## src/rtl/pll_unlock_watch.sv

```systemverilog
module pll_unlock_watch #(
  parameter int CLK_HZ     = 10_000_000,
  parameter int NARROW_NS  = 550,
  parameter int WIDE_NS    = 1110,
  parameter int STRETCH_US = 1500
) (
  input  logic       clk,
  input  logic       rst,
  input  logic       phase_err,
  input  logic [1:0] det_mode,
  output logic       unlock_o,
  output logic       locked_o
);

  localparam int KHZ         = CLK_HZ / 1000;
  localparam int THR_N       = (KHZ * NARROW_NS + 500_000) / 1_000_000;
  localparam int THR_W       = (KHZ * WIDE_NS + 500_000) / 1_000_000;
  localparam int STRETCH_CYC = KHZ * STRETCH_US / 1000;
  localparam int WW          = $clog2(THR_W + 1);
  localparam int SW          = $clog2(STRETCH_CYC + 1);

  logic [1:0]    mode_q;
  logic [WW-1:0] wcnt;
  logic [SW-1:0] scnt;
  logic [WW-1:0] thr_sel;
  logic          thresh_mode, mode_moved, over;

  assign thresh_mode = det_mode[1];
  assign mode_moved  = det_mode != mode_q;
  assign thr_sel     = det_mode[0] ? WW'(THR_W) : WW'(THR_N);
  assign over        = thresh_mode && !mode_moved && phase_err && (wcnt >= thr_sel);

  always_ff @(posedge clk) begin
    if (rst) begin
      mode_q <= 2'b00;
      wcnt   <= '0;
      scnt   <= '0;
    end else begin
      mode_q <= det_mode;
      if (mode_moved || !phase_err)
        wcnt <= '0;
      else if (wcnt < WW'(THR_W))
        wcnt <= wcnt + WW'(1);
      if (mode_moved || !thresh_mode)
        scnt <= '0;
      else if (over)
        scnt <= SW'(STRETCH_CYC);
      else if (scnt != '0)
        scnt <= scnt - SW'(1);
    end
  end

  always_comb begin
    case (det_mode)
      2'b00:   unlock_o = 1'b0;
      2'b01:   unlock_o = phase_err;
      default: unlock_o = (scnt != '0);
    endcase
  end

  assign locked_o = !unlock_o;

  assert_stop_quiet_R2: assert property (@(posedge clk) disable iff (rst)
    (mode_q == 2'b00 && det_mode == 2'b00) |-> (scnt == '0));

  assert_rise_needs_err_R4: assert property (@(posedge clk) disable iff (rst)
    $rose(scnt != '0) |-> ($past(phase_err) && $past(det_mode[1])));

  assert_countdown_R6: assert property (@(posedge clk) disable iff (rst)
    (scnt != '0 && !phase_err && det_mode == mode_q) |=> (scnt == $past(scnt) - SW'(1)));

  assert_gap_resets_R8: assert property (@(posedge clk) disable iff (rst)
    !phase_err |=> (wcnt == '0));

  assert_mode_clear_R9: assert property (@(posedge clk) disable iff (rst)
    (det_mode != mode_q) |=> (scnt == '0 && wcnt == '0));

endmodule

```

## config.mk

```make
export PLATFORM = sky130hd
export DESIGN_NAME = pll_unlock_watch
export DESIGN_NICKNAME = d
export VERILOG_FILES = /design/src/rtl/pll_unlock_watch.sv
export SDC_FILE = /design/constraint.sdc
export NUM_CORES = 1
export LEC_CHECK = 0
export BUFFER_PORTS_ARGS = -buffer_cell sky130_fd_sc_hd__buf_2
export CAP_MARGIN = 20
export CORE_MARGIN = 3
export CORE_UTILIZATION = 48
export CTS_BUF_LIST = sky130_fd_sc_hd__clkbuf_4
export CTS_CLUSTER_SIZE = 14
export DETAILED_ROUTE_END_ITERATION = 7
export HOLD_SLACK_MARGIN = 0.03
export PLACE_DENSITY = 0.68
export SETUP_SLACK_MARGIN = 0.05
export SLEW_MARGIN = 20
export SYNTH_ARGS = -nofsm -noshare
export SYNTH_HDL_FRONTEND = slang
export SYNTH_SLANG_ARGS = --single-unit
```

## constraint.sdc

```tcl
create_clock -name clk -period 1.8 [get_ports clk]
set_input_delay 0.18 -clock clk [delete_from_list [all_inputs] [get_ports clk]]
set_output_delay 0.18 -clock clk [all_outputs]
set_load 0.02 [all_outputs]
```

### Word level (Yosys, flattened, before mapping)

Cells that the tools add are included.
Widths: inputs -> output; s select.

| word-level totals | value |
|---|---|
| flip-flop bits (word level) | 20 |
| bits in latches | 0 |
| memory bits (writable) | 0 |
| ROM bits | 0 |
| input port bits | 5 |
| word-level logic and storage cells | 29 |
| memories kept | 0 |

| cells by class | value |
|---|---|
| add/sub/neg operators | 2 |
| $mul | 0 |
| divide/modulo/power cells | 0 |
| magnitude comparators | 2 |
| eq/ne operators | 2 |
| shift operators | 0 |
| muxes and demuxes | 4 |
| bitwise operators | 0 |
| reduce and logical (&&, ||, !) cells | 15 |

Operators by type and width:

| kind | count |
|---|---|
| $mux 14 | 2 |
| $reduce_bool 14->1 | 1 |
| $sub 14x1->14 const B | 1 |
| $add 4x1->4 const B | 1 |
| $ge 4x4->1 | 1 |
| $logic_not 1->1 | 4 |
| $lt 4x4->1 const B | 1 |
| $mux 4 | 1 |
| $reduce_or 2->1 | 2 |
| $logic_and 1x1->1 | 3 |
| $reduce_or 3->1 | 1 |
| $eq 2x1->1 const B | 1 |
| $logic_not 2->1 | 1 |
| $logic_or 1x1->1 | 2 |
| $ne 2x2->1 | 1 |
| $pmux 1 s2 | 1 |
| $reduce_bool 2->1 | 1 |

### Longest topological paths before layout

Gate-level depths: netlist of run 1.

| logic depth | value |
|---|---|
| word-level depth | 6 |
| mapped depth | 7 |
| mapped depth without buffers | 6 |

### Least setup slack after synthesis of run 1

No wires, ideal clock.

| path | value |
|---|---|
| kind | register to register |
| from | register wcnt[0] |
| to | register scnt[1] |
| data arrival time | 1.631 ns |
| required time | 1.713 ns |
| setup slack | 0.082 ns |
| cell stages (with the launch flop) | 7 |
| buffers on the path | 0 |
| cell sequence | dfxtp_1 > inv_1 > ha_1 > nand2b_1 > a311oi_1 > o2111ai_1 > a211oi_1 |

| between the ends | value |
|---|---|
| longest elaborated chain between the ends | 3 |

Ends and longest elaborated chain:

| element | RTL line | source |
|---|---|---|
| from (decl) | 23 | `logic [WW-1:0] wcnt;` |
| from (signal assigned) | 43 | `wcnt <= wcnt + WW'(1);` |
| $ge 4x4->1 | 31 | `assign over = thresh_mode && !mode_moved && phase_err && (wcnt >= thr_sel);` |
| $logic_and 1x1->1 | 31 |  |
| $reduce_or 3->1 (no source line) | - |  |
| to (signal assigned) | 47 | `scnt <= SW'(STRETCH_CYC);` |
| to (signal assigned) | 49 | `scnt <= scnt - SW'(1);` |
| to (decl) | 24 | `logic [SW-1:0] scnt;` |

Every way passes these cells.
A chain may end at the register's enable or synchronous reset.

### Final worst setup path of run 1

| path | value |
|---|---|
| from | register scnt[8] |
| to | output locked_o |

| between the ends | value |
|---|---|
| longest elaborated chain between the ends | 3 |

Ends and longest elaborated chain:

| element | RTL line | source |
|---|---|---|
| $reduce_bool 14->1 | 57 | `default: unlock_o = (scnt != '0);` |
| $pmux 1 s2 | 54 | `case (det_mode)` |
| $logic_not 1->1 | 61 | `assign locked_o = !unlock_o;` |
| to (decl) | 12 | `output logic locked_o` |

Every way passes these cells.

==> run metrics, run 1 <==
Die Y 53.5 um; die width 53.5 um; Clock Skews 0.00674 ns; ys flop type dfxtp_1; static leakage 0.000544 uW; Cell Area, Synth 1080 sq um; CP startpoint scnt[8]; vias in the first global route 943; Async S/R FF share, synth 0; dpl cells 161; crit path kind flop to output port; drt total wl 2560 um; Rows 16; worst rel slew slack 0.664; Post-Layout Inst Area 1370 sq um; DRT antenna net count 0; Mapped Cells 122; DR vias 1,010; H-tree levels 1; Power Total 706 uW; endpoints failing setup 0; routability cong. 0.803; CTS tree built; largest net degree at the start of global routing 13; slowest cell delay on critical path 0.37 ns; Max Transition Viols Final 0; number of port buffers 6; cell family with most CP delay simple AND/OR/NAND/NOR gates; Area after DPL 1200 sq um; EDFF count, synth 0; worst hold stages 2; Antenna Cells 0; Ports 7; global-route wire length before repair 4310 um; crit-path cells nor4_4, nand4_1, nand2_1, o21a_1, buf_4; Ys Warns 0; layout net count 154; Avg WL per Cell 15.2 um; share of cells above drive strength 1 0.369; Worst Path Arrival 1.56 ns; min Tclk post-route 1.74 ns; GRT Util Overall 0.205; HPWL after detailed placement 1830 um; Power per Cell Area 515 nW/um^2; initial antenna violation count 0; FF-to-FF path depth 4; post-synthesis sequential area ratio 0.370; Crit-path slowest cell dfxtp_2; Post-Syn Nets 133; CP max FO 5; clock-pin slew on the worst setup and hold paths 0.11 ns; fmax 573 MHz; max cap viols 0; worst skew pair latency 0.30 ns; Yosys reg bits 20; Slew @ Worst Pin 0.498 ns; core area 2040 sq um; area growth from synthesis to layout 27.0%; Initial Utilization 0.529; CTS Buf Count 3; Hold WS 0.0600 ns; CTS sink cnt 20; WP data required 1.62 ns; grt ovf 0; mean post-synth cell area 8.86 sq um; Yosys cell types 37; Final Hold Vio Count 0; DRC 0; First-pass DRT Iterations 4; initial DRC count 17; status finished clean; worst r2r src scnt[7]; instance count on the critical path 5; CTS Buffer Depth 2; hold_sp rst; crit path capture type output port; Worst Hold Class input port to flop; CTS root buffer clkbuf_4; maximum vdd ir drop 0.429 mV; CP bufs+invs 1; RSZ-0062 raised after global routing yes; Final period util 0.969; Die Area 2860 sq um; via/cell ratio 6.01; Post-Layout Cell Count 168; Worst setup SP type flop
-- flip-flops by register name, indices dropped and copies added, names as in the netlist --
register,flops
wcnt,4
mode_q,2
scnt,14
-- cell usage in the layout, fill, tap and decap left out, types with 3 or more instances in the layout --
cell type,synthesis,final
a21oi_1,8,6
a31oi_1,7,7
buf_2,1,5
buf_4,0,13
clkbuf_4,0,3
dfxtp_1,20,7
dfxtp_2,0,10
dfxtp_4,0,3
ha_1,6,5
inv_1,5,3
nand2_1,7,7
nand3_1,5,5
nor2_1,10,10
nor4_4,2,4
o21ai_0,5,5
o31ai_1,6,6
or3_1,5,4
xnor2_1,3,3
-- path summary, 6_finish.rpt --
check                                 end  slack, ns
worst max register to register   scnt[10]       0.07
worst max-delay path             locked_o       0.06
worst min register to register   scnt[10]       0.51
worst min-delay path            mode_q[0]       0.06
-- cell usage after synthesis, types with 3 or more instances --
cell type / n / area share
dfxtp_1: 20 / 0.37
nor2_1: 10 / 0.035
a21oi_1: 8 / 0.037
a31oi_1: 7 / 0.041
nand2_1: 7 / 0.024
ha_1: 6 / 0.069
o31ai_1: 6 / 0.042
inv_1: 5 / 0.017
nand3_1: 5 / 0.023
o21ai_0: 5 / 0.023
or3_1: 5 / 0.029
or4_1: 4 / 0.028
xnor2_1: 3 / 0.024
-- routing by layer --
metal	track usage	part of all wire
met5	0	0
met4	0.0936	0.0098
met3	0.0366	0.030
met2	0.339	0.53
met1	0.254	0.43
-- layout make-up --
| type | instances | area (sq um) |
|---|---|---|
| Fill cell | 191 | 669 |
| Multi-Input combinational cell | 94 | 739 |
| Timing Repair Buffer | 19 | 134 |
| Clock buffer | 3 | 22.5 |
| Inverter | 5 | 18.8 |
| Tap cell | 27 | 33.8 |
| Sequential cell | 20 | 424 |
-- through the flow --
stage          worst slack [ns]  setup TNS [ns]  utilization
2_1_floorplan            0.0825               0            -
3_3_place_gp             0.0154               0        0.588
3_5_place_dp            -0.0486          -0.168        0.588
4_1_cts                  0.0385               0        0.638
5_1_grt                 -0.0602          -0.169        0.672
6_report                 0.0551               0        0.672
-- kinds of logic (layout without fill, tap and decap cells) --
logic type,Yosys count,count (layout),synth area share
simple gates,50,50,0.292
compound gates,32,32,0.189
flops,20,20,0.370
buf+inv,8,27,0.0289
fa+ha+maj,6,6,0.0694
xor+xnor,4,4,0.0324
mux,2,2,0.0185
-- power breakdown --
part           switching (uW)  total, uW  internal, uW
clock                     136        214          78.0
combinational            28.1       48.5          20.4
sequential               3.06        444           441
total                     167        706           539
-- timing repair --
action                                  CTS  global route
endpoints found under the hold margin     0             0
pin swaps                                 3             6
endpoints found under the setup margin   11            13
resized for setup                        12            23
buffers inserted                          4             0
hold buffers                              0             0
(Power assumes the default switching activity.)
==> inputs of run 2 (changes only) <==
--- a/config.mk
+++ b/config.mk
@@ -5,6 +5,7 @@
 export SDC_FILE = /design/constraint.sdc
 export NUM_CORES = 1
 export LEC_CHECK = 0
+export ABC_AREA = 1
 export BUFFER_PORTS_ARGS = -buffer_cell sky130_fd_sc_hd__buf_2
 export CAP_MARGIN = 20
 export CORE_MARGIN = 3
==> run metrics, run 2 <==
Async S/R FF share, synth 0 (unchanged); ys flop type dfxtp_1; maximum vdd ir drop 0.441 mV (+2.9%); Ys Warns 0 (unchanged); GRT Util Overall 0.177 (-0.0281); Final period util 0.924 (-0.0451); worst skew pair latency 0.31 ns (about the same); reg2reg end scnt[11]; CTS Buf Count 3 (unchanged); CTS Hold Bufs 0 (unchanged); via/cell ratio 5.22 (-13%); largest net degree at the start of global routing 13 (unchanged); static leakage 0.000803 uW (+47%); Most flops, register scnt; Antenna Cells 0 (unchanged); First-pass DRT Iterations 4 (unchanged); slowest cell delay on critical path 0.36 ns (about the same); area growth from synthesis to layout 20.0%; Slew @ Worst Pin 0.351 ns (-0.147 ns); Largest regs scnt (14), wcnt (4), mode_q (2); CP most frequent cell nand2_2; drt total wl 2910 um (+14%); HPWL after detailed placement 1990 um (+8.6%); Worst setup SP type flop; area leader, netlist dfxtp_1; CP bufs+invs 3 (+2); min Tclk post-route 1.66 ns (-0.0812 ns); crit-path cells inv_4, ha_4, nand2_2, nor2_2, nand2_2, o21ai_2, inv_1, buf_6; Rows 17 (+1); worst rel slew slack 0.763 (+0.0990); Crit-path slowest cell dfxtp_2; Initial Utilization 0.530 (+0.000534); crit path kind flop to output port; die width 56.8 um (+6.3%); Worst Hold Class input port to flop; Ports 7 (unchanged); post-synthesis sequential area ratio 0.323 (-0.0475); status finished clean; layout net count 221 (+44%); Worst Path Arrival 1.48 ns (-0.08 ns); global-route wire length before repair 4610 um (+7.1%); CTS root buffer clkbuf_4; CP max FO 4 (-1); endpoints failing setup 0 (unchanged); share of cells above drive strength 1 0.239 (-0.130); worst r2r src scnt[3]; Yosys cell types 22 (-41%); instance count on the critical path 8 (+3); RSZ-0062 raised after global routing no; initial DRC count 40 (+23); mean post-synth cell area 6.53 sq um (-26%); Die Area 3230 sq um (+13%); most common cell in the synthesized netlist nand2_1; crit path capture type output port; Hold WS 0.0441 ns (-0.0160 ns); CTS sink cnt 20 (unchanged); cell family with most CP delay flip-flops; area share of the largest cell type after synthesis 0.323 (-0.0475); grt ovf 0 (unchanged); Mapped Cells 190 (+56%); commonest non-fill, non-tap cell in the layout nand2_1; Cell Area, Synth 1240 sq um (+15%); setup TNS 0 ns (unchanged); WP data required 1.62 ns (about the same); Final Hold Vio Count 0 (unchanged); Yosys reg bits 20 (unchanged); initial antenna violation count 0 (unchanged); Post-Syn Nets 201 (+51%); Die Y 56.8 um (+6.3%); Largest register FFs 14 (unchanged); CTS Buffer Depth 2 (unchanged); CP startpoint scnt[1]; R2R Setup Slk 0.32 ns (+0.25 ns); DRT antenna net count 0 (unchanged); crit path to unlock_o; vias in the first global route 1,099 (+17%); core area 2340 sq um (+15%); DR vias 1,238 (+23%); max cap viols 0 (unchanged); EDFF count, synth 0 (unchanged); routability cong. 0.873 (+8.7%); Clock Skews 0.00830 ns (+0.00156 ns); H-tree levels 1 (unchanged); number of port buffers 6 (unchanged); DRC 0 (unchanged); Avg WL per Cell 12.3 um (-19%); fmax 601 MHz (+4.9%); Synth area leaders dfxtp_1, nand2_1, nor2_1, inv_1, ha_1; Power per Cell Area 581 nW/um^2 (+13%); CTS tree built; Power Total 864 uW (+22%); clock-pin slew on the worst setup and hold paths 0.13 ns (+0.02 ns); Post-synth top cells nand2_1, nor2_1, inv_1; Max Transition Viols Final 0 (unchanged); most frequent cells in the layout nand2_1, nor2_1, inv_1, nand3_1, dfxtp_1; FF-to-FF path depth 7 (+3)
## run 2: logic make-up after synthesis
family,after synthesis,synth area share
buf+inv,35,0.112
xor+xnor,5,0.0353
fa+ha+maj,6,0.0605
flops,20,0.323
compound gates,22,0.111
simple gates,102,0.358
## run 2: final cells by class
| class | count | area [sq um] |
|---|---|---|
| clock buffers | 3 | 22.5 |
| multi-input cells | 135 | 748 |
| fillers | 221 | 852 |
| inverters | 34 | 130 |
| flip-flops and latches | 20 | 410 |
| clock inverters | 1 | 30.0 |
| repair buffers | 16 | 111 |
| well taps | 28 | 35.0 |
## run 2: worst register-to-register path: cells and delay by family, from the launching register on
family	cells	cell delay [ns]
AOI/OAI and AO/OA	1	0.08
buffers and inverters	1	0.14
DFF	1	0.39
and+or+nand+nor	5	0.77
## run 2: per-stage QoR
stage	utilization	setup slack (ns)	cell area, sq um	instances
floorplan	-	0.299	1240	190
global placement	0.553	0.343	1290	223
detailed placement	0.553	0.287	1290	223
CTS	0.588	0.0660	1380	229
global route	0.636	0.0362	1490	237
finish	0.636	0.136	1490	237
## run 2: how the worst min path moves through the flow
stage,slack [ns],start,depth (start not counted),to
finish,0.04,rst,2,mode_q[0]
detailed placement,0.38,rst,2,mode_q[0]
CTS,0.04,rst,2,mode_q[0]
global route,0.04,rst,2,mode_q[0]
floorplan,0.25,rst,1,mode_q[0]
global placement,0.38,rst,2,mode_q[0]
## run 2: layer usage
metal	global-route usage	up-vias	wire length [um]
met1	0.229	569	1360
met3	0.0345	8	115
met4	0.0662	0	45
met5	0	-	0
li1	-	627	-
met2	0.289	34	1390
## run 2: report_power, final
part / switching, uW / internal [uW] / leakage, uW / total [uW]
Sequential: 2.17 / 444 / 0.000165 / 446
Clock: 149 / 225 / 0.0000279 / 374
Combinational: 27.5 / 16.7 / 0.000610 / 44.2
Total: 178 / 686 / 0.000803 / 864
## run 2: timing repair
action	4_1_cts	5_1_grt
endpoints found under the setup margin	2	2
resized for setup	6	18
buffers inserted	2	8
pin swaps	1	9
gates cloned	0	0
==> inputs of run 3 (changes only) <==
==> constraint.sdc (replaced) <==
create_clock -name clk -period 1.8 [get_ports clk]
set_input_delay 0.36 -clock clk [delete_from_list [all_inputs] [get_ports clk]]
set_output_delay 0.36 -clock clk [all_outputs]
set_load 0.02 [all_outputs]
==> run metrics, run 3 (synthesis gave the netlist of run 2 again) <==
HPWL after detailed placement 2000 um (+0.64%); initial DRC count 26 (-35%); via/cell ratio 5.07 (-2.9%); Worst Path Arrival 1.43 ns (-0.05 ns); CTS root buffer clkbuf_4; drt total wl 2840 um (-2.5%); core area 2340 sq um (unchanged); H-tree levels 1 (unchanged); CTS Buf Count 3 (unchanged); CTS Buffer Depth 2 (unchanged); share of cells above drive strength 1 0.258 (+0.0190); GRT Util Overall 0.183 (+0.00596); CTS sink cnt 20 (unchanged); Rows 17 (unchanged); grt ovf 0 (unchanged); min Tclk post-route 1.79 ns (+0.124 ns); Antenna Cells 0 (unchanged); crit path capture type output port; worst skew pair latency 0.31 ns (about the same); endpoints failing setup 0 (unchanged); initial antenna violation count 0 (unchanged); DRT antenna net count 0 (unchanged); Die Area 3230 sq um (unchanged); status finished clean; CTS Hold Bufs 0 (unchanged); Slew @ Worst Pin 0.372 ns (+0.0213 ns); commonest non-fill, non-tap cell in the layout nand2_1; die width 56.8 um (unchanged); # fillers 210 (-5.0%); Clock Skews 0.00610 ns (-0.00220 ns); RSZ-0062 raised after global routing yes; Ports 7 (unchanged); Largest regs scnt (14), wcnt (4), mode_q (2); area growth from synthesis to layout 24.9%; DR vias 1,222 (-1.3%); routability cong. 0.861 (-1.4%); vias in the first global route 1,195 (+8.7%); WP data required 1.44 ns (-0.18 ns); maximum vdd ir drop 0.487 mV (+10%); Largest register FFs 14 (unchanged); CTS tree built; global-route wire length before repair 4740 um (+2.8%); worst rel slew slack 0.749 (-0.0143); Final Hold Vio Count 0 (unchanged); First-pass DRT Iterations 4 (unchanged); Power per Cell Area 559 nW/um^2 (-3.9%); DRC 0 (unchanged); most frequent cells in the layout nand2_1, nor2_1, inv_1, nand3_1, buf_4; Initial Utilization 0.530 (unchanged); max cap viols 0 (unchanged); CP max FO 2 (-2); Final period util 0.993 (+0.0690); fmax 559 MHz (-6.9%); number of port buffers 6 (unchanged); layout net count 225 (+1.8%); largest net degree at the start of global routing 13 (unchanged); Avg WL per Cell 11.8 um (-4.1%); R2R Setup Slk 0.14 ns (-0.18 ns); static leakage 0.000829 uW (+3.2%); setup TNS 0 ns (unchanged); crit path kind flop to output port; Worst Hold Class input port to flop; Hold WS 0.224 ns (+0.180 ns); clock-pin slew on the worst setup and hold paths 0.12 ns (about the same); Max Transition Viols Final 0 (unchanged); Die Y 56.8 um (unchanged); Most flops, register scnt; Worst setup SP type flop
run 3: final timing paths:
kind | start | end | depth (start not counted)
setup / recovery | scnt[0] | unlock_o | 8
hold / removal | rst | mode_q[0] | 2
setup reg to reg | scnt[1] | scnt[4] | 10
hold reg to reg | wcnt[3] | wcnt[3] | 2
run 3: report_power, final:
group | internal, uW | total [uW] | switching, uW
Combinational | 16.9 | 45.1 | 28.2
Sequential | 443 | 445 | 2.01
Clock | 225 | 376 | 150
run 3: repair_timing:
item,4_1_cts,5_1_grt
endpoints found under the setup margin,2,2
endpoints found under the hold margin,0,0
gates resized for setup,17,14
setup buffers,6,5
pin swaps,6,7
run 3: worst max-delay path, stage by stage, from the launching register on:
cell and delay, ns:
dfxtp_2 0.35, inv_2 0.07, ha_4 0.15, nand2_4 0.05
nor2_4 0.12, nand2_4 0.06, o21ai_2 0.13, inv_1 0.06
buf_6 0.13
run 3: per-layer routing:
layer  vias to the layer above  share of wire  wire length, um  global-route usage
li1                        636              -                -                   -
met1                       560           0.43             1220               0.194
met2                        19           0.52             1480               0.342
met3                         7          0.027               77              0.0368
met4                         0          0.019               55              0.0828
met5                         -              0                0                   0
run 3: stage by stage:
stage                     power [uW]  setup slack, ns  utilization  area, sq um  cells
final                            865           0.0122        0.662         1550    241
after floorplan                  485            0.119            -         1240    190
after CTS                        877          -0.0535        0.625         1460    236
after detailed placement         500            0.102        0.563         1320    226
after global routing             898          -0.0798        0.662         1550    241
after global placement           499            0.162        0.563         1320    226
run 3: layout make-up:
type                       count  area (sq um)  share of cell area
multi-input combinational    135           778               0.502
sequential                    20           414               0.267
timing repair buffer          20           141              0.0913
inverter                      34           128              0.0824
tap                           28          35.0              0.0226
clock inverter                 1          30.0              0.0194
clock buffer                   3          22.5              0.0145
